File: src/rtl/absd_pkg.sv
package absd_pkg;
  localparam int unsigned PEL_W = 8;

  // Order decision handed from the carry network to the steering logic.
  typedef struct packed {
    logic a_ge_b;
    logic equal;
  } absd_order_t;
endpackage

File: src/rtl/absd_carry_gen.sv
module absd_carry_gen #(
  parameter int unsigned W = absd_pkg::PEL_W
) (
  input  logic                 [W-1:0] a_i,
  input  logic                 [W-1:0] b_i,
  output absd_pkg::absd_order_t        order_o
);
  logic [W-1:0] gen;
  logic [W-1:0] prop;
  logic [W:0]   carry;

  // Carry-in of one models the hot one. Only the carries are built, no sum bits.
  assign carry[0] = 1'b1;

  for (genvar i = 0; i < W; i++) begin : g_chain
    assign gen[i]     = a_i[i] & ~b_i[i];
    assign prop[i]    = a_i[i] ~^ b_i[i];
    assign carry[i+1] = gen[i] | (prop[i] & carry[i]);
  end

  assign order_o.a_ge_b = carry[W];
  assign order_o.equal  = &prop;
endmodule

File: src/rtl/absd_steer.sv
module absd_steer #(
  parameter int unsigned W = absd_pkg::PEL_W
) (
  input  logic                 [W-1:0] a_i,
  input  logic                 [W-1:0] b_i,
  input  absd_pkg::absd_order_t        order_i,
  output logic                 [W-1:0] big_o,
  output logic                 [W-1:0] small_inv_o
);
  always_comb begin
    if (order_i.a_ge_b) begin
      big_o       = a_i;
      small_inv_o = ~b_i;
    end else begin
      big_o       = b_i;
      small_inv_o = ~a_i;
    end
  end
endmodule

File: src/rtl/absd_term_add.sv
module absd_term_add #(
  parameter int unsigned W = absd_pkg::PEL_W
) (
  input  logic [W-1:0] x_i,
  input  logic [W-1:0] y_i,
  output logic [W-1:0] sum_o
);
  // The carry-out is dropped. The +1 is added later, once per term, by the summer.
  assign sum_o = x_i + y_i;
endmodule

File: src/rtl/absd_unit.sv
module absd_unit #(
  parameter int unsigned W = absd_pkg::PEL_W
) (
  input  logic         clk,
  input  logic         rst,
  input  logic         in_valid,
  input  logic [W-1:0] a_i,
  input  logic [W-1:0] b_i,
  output logic         out_valid,
  output logic [W-1:0] term_o,
  output logic         equal_o
);
  absd_pkg::absd_order_t order;
  logic [W-1:0] big;
  logic [W-1:0] small_inv;
  logic [W-1:0] term_next;

  absd_carry_gen #(.W(W)) u_carry (
    .a_i(a_i), .b_i(b_i), .order_o(order)
  );

  absd_steer #(.W(W)) u_steer (
    .a_i(a_i), .b_i(b_i), .order_i(order),
    .big_o(big), .small_inv_o(small_inv)
  );

  absd_term_add #(.W(W)) u_add (
    .x_i(big), .y_i(small_inv), .sum_o(term_next)
  );

  always_ff @(posedge clk) begin
    if (rst) begin
      out_valid <= 1'b0;
      term_o    <= '0;
      equal_o   <= 1'b0;
    end else begin
      out_valid <= in_valid;
      if (in_valid) begin
        term_o  <= term_next;
        equal_o <= order.equal;
      end
    end
  end

  // Set once at least one non-reset edge has passed, so $past is meaningful.
  logic armed;
  always_ff @(posedge clk) begin
    if (rst) armed <= 1'b0;
    else     armed <= 1'b1;
  end

  a_r2_valid_follows: assert property (@(posedge clk) disable iff (rst)
    armed |-> (out_valid == $past(in_valid)));

  // term plus one equals the absolute difference of the captured operands.
  a_r3_term_plus_one: assert property (@(posedge clk) disable iff (rst)
    (armed && $past(in_valid)) |->
      (W'(term_o + W'(1)) == (($past(a_i) >= $past(b_i)) ?
                              W'($past(a_i) - $past(b_i)) :
                              W'($past(b_i) - $past(a_i)))));

  a_r5_equal_all_ones: assert property (@(posedge clk) disable iff (rst)
    equal_o |-> (term_o == '1));

  a_r6_hold_on_bubble: assert property (@(posedge clk) disable iff (rst)
    (armed && !$past(in_valid)) |-> ($stable(term_o) && $stable(equal_o)));
endmodule

File: config.mk
export PLATFORM = sky130hd
export DESIGN_NAME = absd_unit
export DESIGN_NICKNAME = d
export VERILOG_FILES = /design/src/rtl/absd_pkg.sv /design/src/rtl/absd_carry_gen.sv /design/src/rtl/absd_steer.sv /design/src/rtl/absd_term_add.sv /design/src/rtl/absd_unit.sv
export SDC_FILE = /design/constraint.sdc
export NUM_CORES = 1
export LEC_CHECK = 0
export BUFFER_PORTS_ARGS = -buffer_cell sky130_fd_sc_hd__clkbuf_2
export CAP_MARGIN = 20
export CORE_MARGIN = 2
export CORE_UTILIZATION = 55
export DETAILED_ROUTE_END_ITERATION = 16
export PLACE_DENSITY = 0.84
export SLEW_MARGIN = 10
export SYNTH_ARGS = -nofsm -noshare
export SYNTH_HDL_FRONTEND = slang
export SYNTH_SLANG_ARGS = --single-unit
File: constraint.sdc
create_clock -name clk -period 6.1 [get_ports clk]
set_clock_uncertainty 0.05 [all_clocks]
set_input_delay 0.305 -clock clk [delete_from_list [all_inputs] [get_ports clk]]
set_output_delay 0.305 -clock clk [all_outputs]
set_load 0.005 [all_outputs]
==> impl_metrics.toml <==
[route]
wl_per_cell_um = 13.02
wl_um = 2344
dr.pass1.iters = 4
drc = 0
vias = 1017
drtAntennaViolNets = 0
drtIter0Drc = 20
vias_per_cell = 5.650

[finish]
drive_above_1_share = 0.2710
fin_nets = 184
antenna_cells = 0
syn2layout_area_growth_pct = 19.31
layout.cells.non_filler = 180
design_area_um2 = 1167

[placement]
placed_cells = 176
place_congestion = 0.8599
dpl_cell_area_um2 = 1131
portBuffers = 28
dp_hpwl_um = 1867

[yosys]
synth_cell_type_count = 38
synth.area.top_cells = "dfxtp_1 (20%), ha_1 (12%), mux2i_1 (8.2%)"
synth.largest_area_cell = "dfxtp_1"
synth_seq_area_share = 0.2046
synth-seq-cells = 10
synth_top_area_share = 0.2046
synth_edf_count = 0
ys_async_sr_fraction = 0
ys_warn_count = 0
synth_fp_nets = 154
synth_cells = 126
avgSynthCellArea_um2 = 7.765
synthesis.area_um2 = 978.4
synth_flop_cell = "dfxtp_1"

[die]
die_y_um = 46.18
rows = 15
core_area_um2 = 1708
die-area_um2 = 2132
initial_core_util = 0.5729
pin_count = 29
fp.dieW_um = 46.18

[global_routing]
antenna_found_initial = 0
grt_overflow = 0
grt_usage = 0.2520
grt_first_pass_wirelength_um = 3836
grt_pass1_vias = 942
grt_max_degree = 17

[worst_setup_path]
crit_required_ns = 6.23
crit_path_end_kind = "flip-flop"
critical_path_class = "input port to flip-flop"
critPathLaunchType = "input port"
arrival_ns = 3.08
path_max_fanout = 12
r2r_slack_ns = 5.27

[sta]
setup_viol = 0
layout_min_cycle_time_ns = 2.951
relSlewSlack = 0.5942
setup_tns_ns = 0
worstMarginPinSlew_ns = 0.6087
slew_violations = 0
hold_violations = 0
fmax_mhz = 338.9
fin_crit_sh = 0.4838
rsz0062_at_grt = "false"

[clock_network]
cts_max_level = 1
ctsLongestPathBuffers = 2
ctsResizeCount = 0
cts_setup_buffers = 0
cts_buffers = 3
clkTransAtPathRegs_ns = 0.08
cts_root_buf = "clkbuf_4"
cts.sinks = 10
cts_hold_buf = 0
clock_latency_ns = 0.27
cts_tree = "built"

[power]
vdd_drop_max_uv = 112.1
p_leak_nw = 0.5858
cellPowerDensity_nw_per_um2 = 194.7

[status]
outcome = "complete, no violations"

[flow_run]
timing.max_cap.violations = 0

[min_path]
hp-class = "input port to flip-flop"
==> worst max-delay path, stage by stage <==
cell and delay (ns):
clkbuf_2 0.09, inv_1 0.05, ha_1 0.36, a211oi_1 0.25, nand2_1 0.13, o22ai_2 0.47
mux2i_1 0.19, ha_1 0.23, a311o_2 0.35, a311oi_2 0.38, xor2_1 0.19, o22ai_1 0.09
==> registers in the layout, summed over array words and instances, names as in the netlist <==
register,cells
term_o,8
equal_o,1
out_valid,1
==> routing by layer <==
| layer | track usage | wire, um | up-vias |
|---|---|---|---|
| met5 | 0 | 0 | - |
| met4 | 0.1543 | 94 | 0 |
| met3 | 0.04314 | 112 | 11 |
| met2 | 0.4417 | 1137 | 34 |
| met1 | 0.2776 | 999 | 460 |
| li1 | - | - | 512 |
==> final cells by class <==
class,instances,area (um^2)
clock buffers,4,36.28
fillers,147,540.5
inverters,11,41.29
multi-input cells,102,718.2
flip-flops and latches,10,200.2
well taps,25,31.28
repair buffers,28,140.1
==> per-stage QoR <==
step           power, mW  hold slack [ns]  setup slack (ns)    util
6_report          0.2273           0.3352             3.149  0.6835
3_5_place_dp      0.1634           0.4157             2.909  0.6623
4_1_cts           0.2272           0.3306             3.154  0.6835
5_1_grt           0.2404           0.3417             2.939  0.6835
3_3_place_gp      0.1591           0.4084             3.105  0.6623
2_1_floorplan     0.1380           0.3942             3.432       -
==> path summary, 6_finish.rpt <==
path	startpoint	to	cells after the start
hold / removal	rst	term_o[1]	2
setup reg to reg	term_o[7]	term_o[7]	2
setup / recovery	b_i[4]	term_o[4]	12
hold reg to reg	term_o[3]	term_o[3]	2
==> cells in the mapped netlist (all sizes together) (2+ instances only) <==
cell type	number
a211oi	2
a21oi	5
a311o	2
clkbuf	2
dfxtp	10
ha	9
inv	11
mux2i	8
nand2	12
nand2b	13
nand3	4
nor2	16
nor2b	3
nor3	2
o21a	2
o21ai	3
o22ai	2
o311ai	2
or3	2
xor2	2
==> power by group <==
part	switching, mW	internal, mW
clock network	0.0279	0.0364
logic	0.0475	0.0402
registers	0.00350	0.0718
==> logic make-up (layout without fill, tap and decap cells) <==
logic type / after synthesis / in the layout / synth area share
multiplexers: 9 / 9 / 0.09335
flip-flops: 10 / 10 / 0.2046
buffers and inverters: 14 / 43 / 0.06138
AND/OR/NAND/NOR: 57 / 57 / 0.3005
AO/OA/AOI/OAI: 25 / 25 / 0.2072
XOR/XNOR: 2 / 2 / 0.01791
adder cells (fa/ha/maj): 9 / 9 / 0.1151
==> cell usage in the layout, fill, tap and decap left out, types with 2 or more instances in the layout <==
cell type / Yosys / routed
clkbuf_2: 0 / 28
inv_1: 11 / 11
nor3_1: 2 / 2
o21ai_0: 3 / 3
ha_1: 9 / 9
dfxtp_1: 10 / 10
nand3_1: 4 / 4
nor2b_1: 3 / 3
or3_1: 2 / 2
a21oi_1: 5 / 5
nand2_1: 12 / 12
nand2b_1: 12 / 12
xor2_1: 2 / 2
o311ai_0: 2 / 2
clkbuf_4: 0 / 3
mux2i_1: 8 / 8
nor2_1: 16 / 16
o21a_1: 2 / 2
No activity file was read; power rests on OpenSTA's default activity.
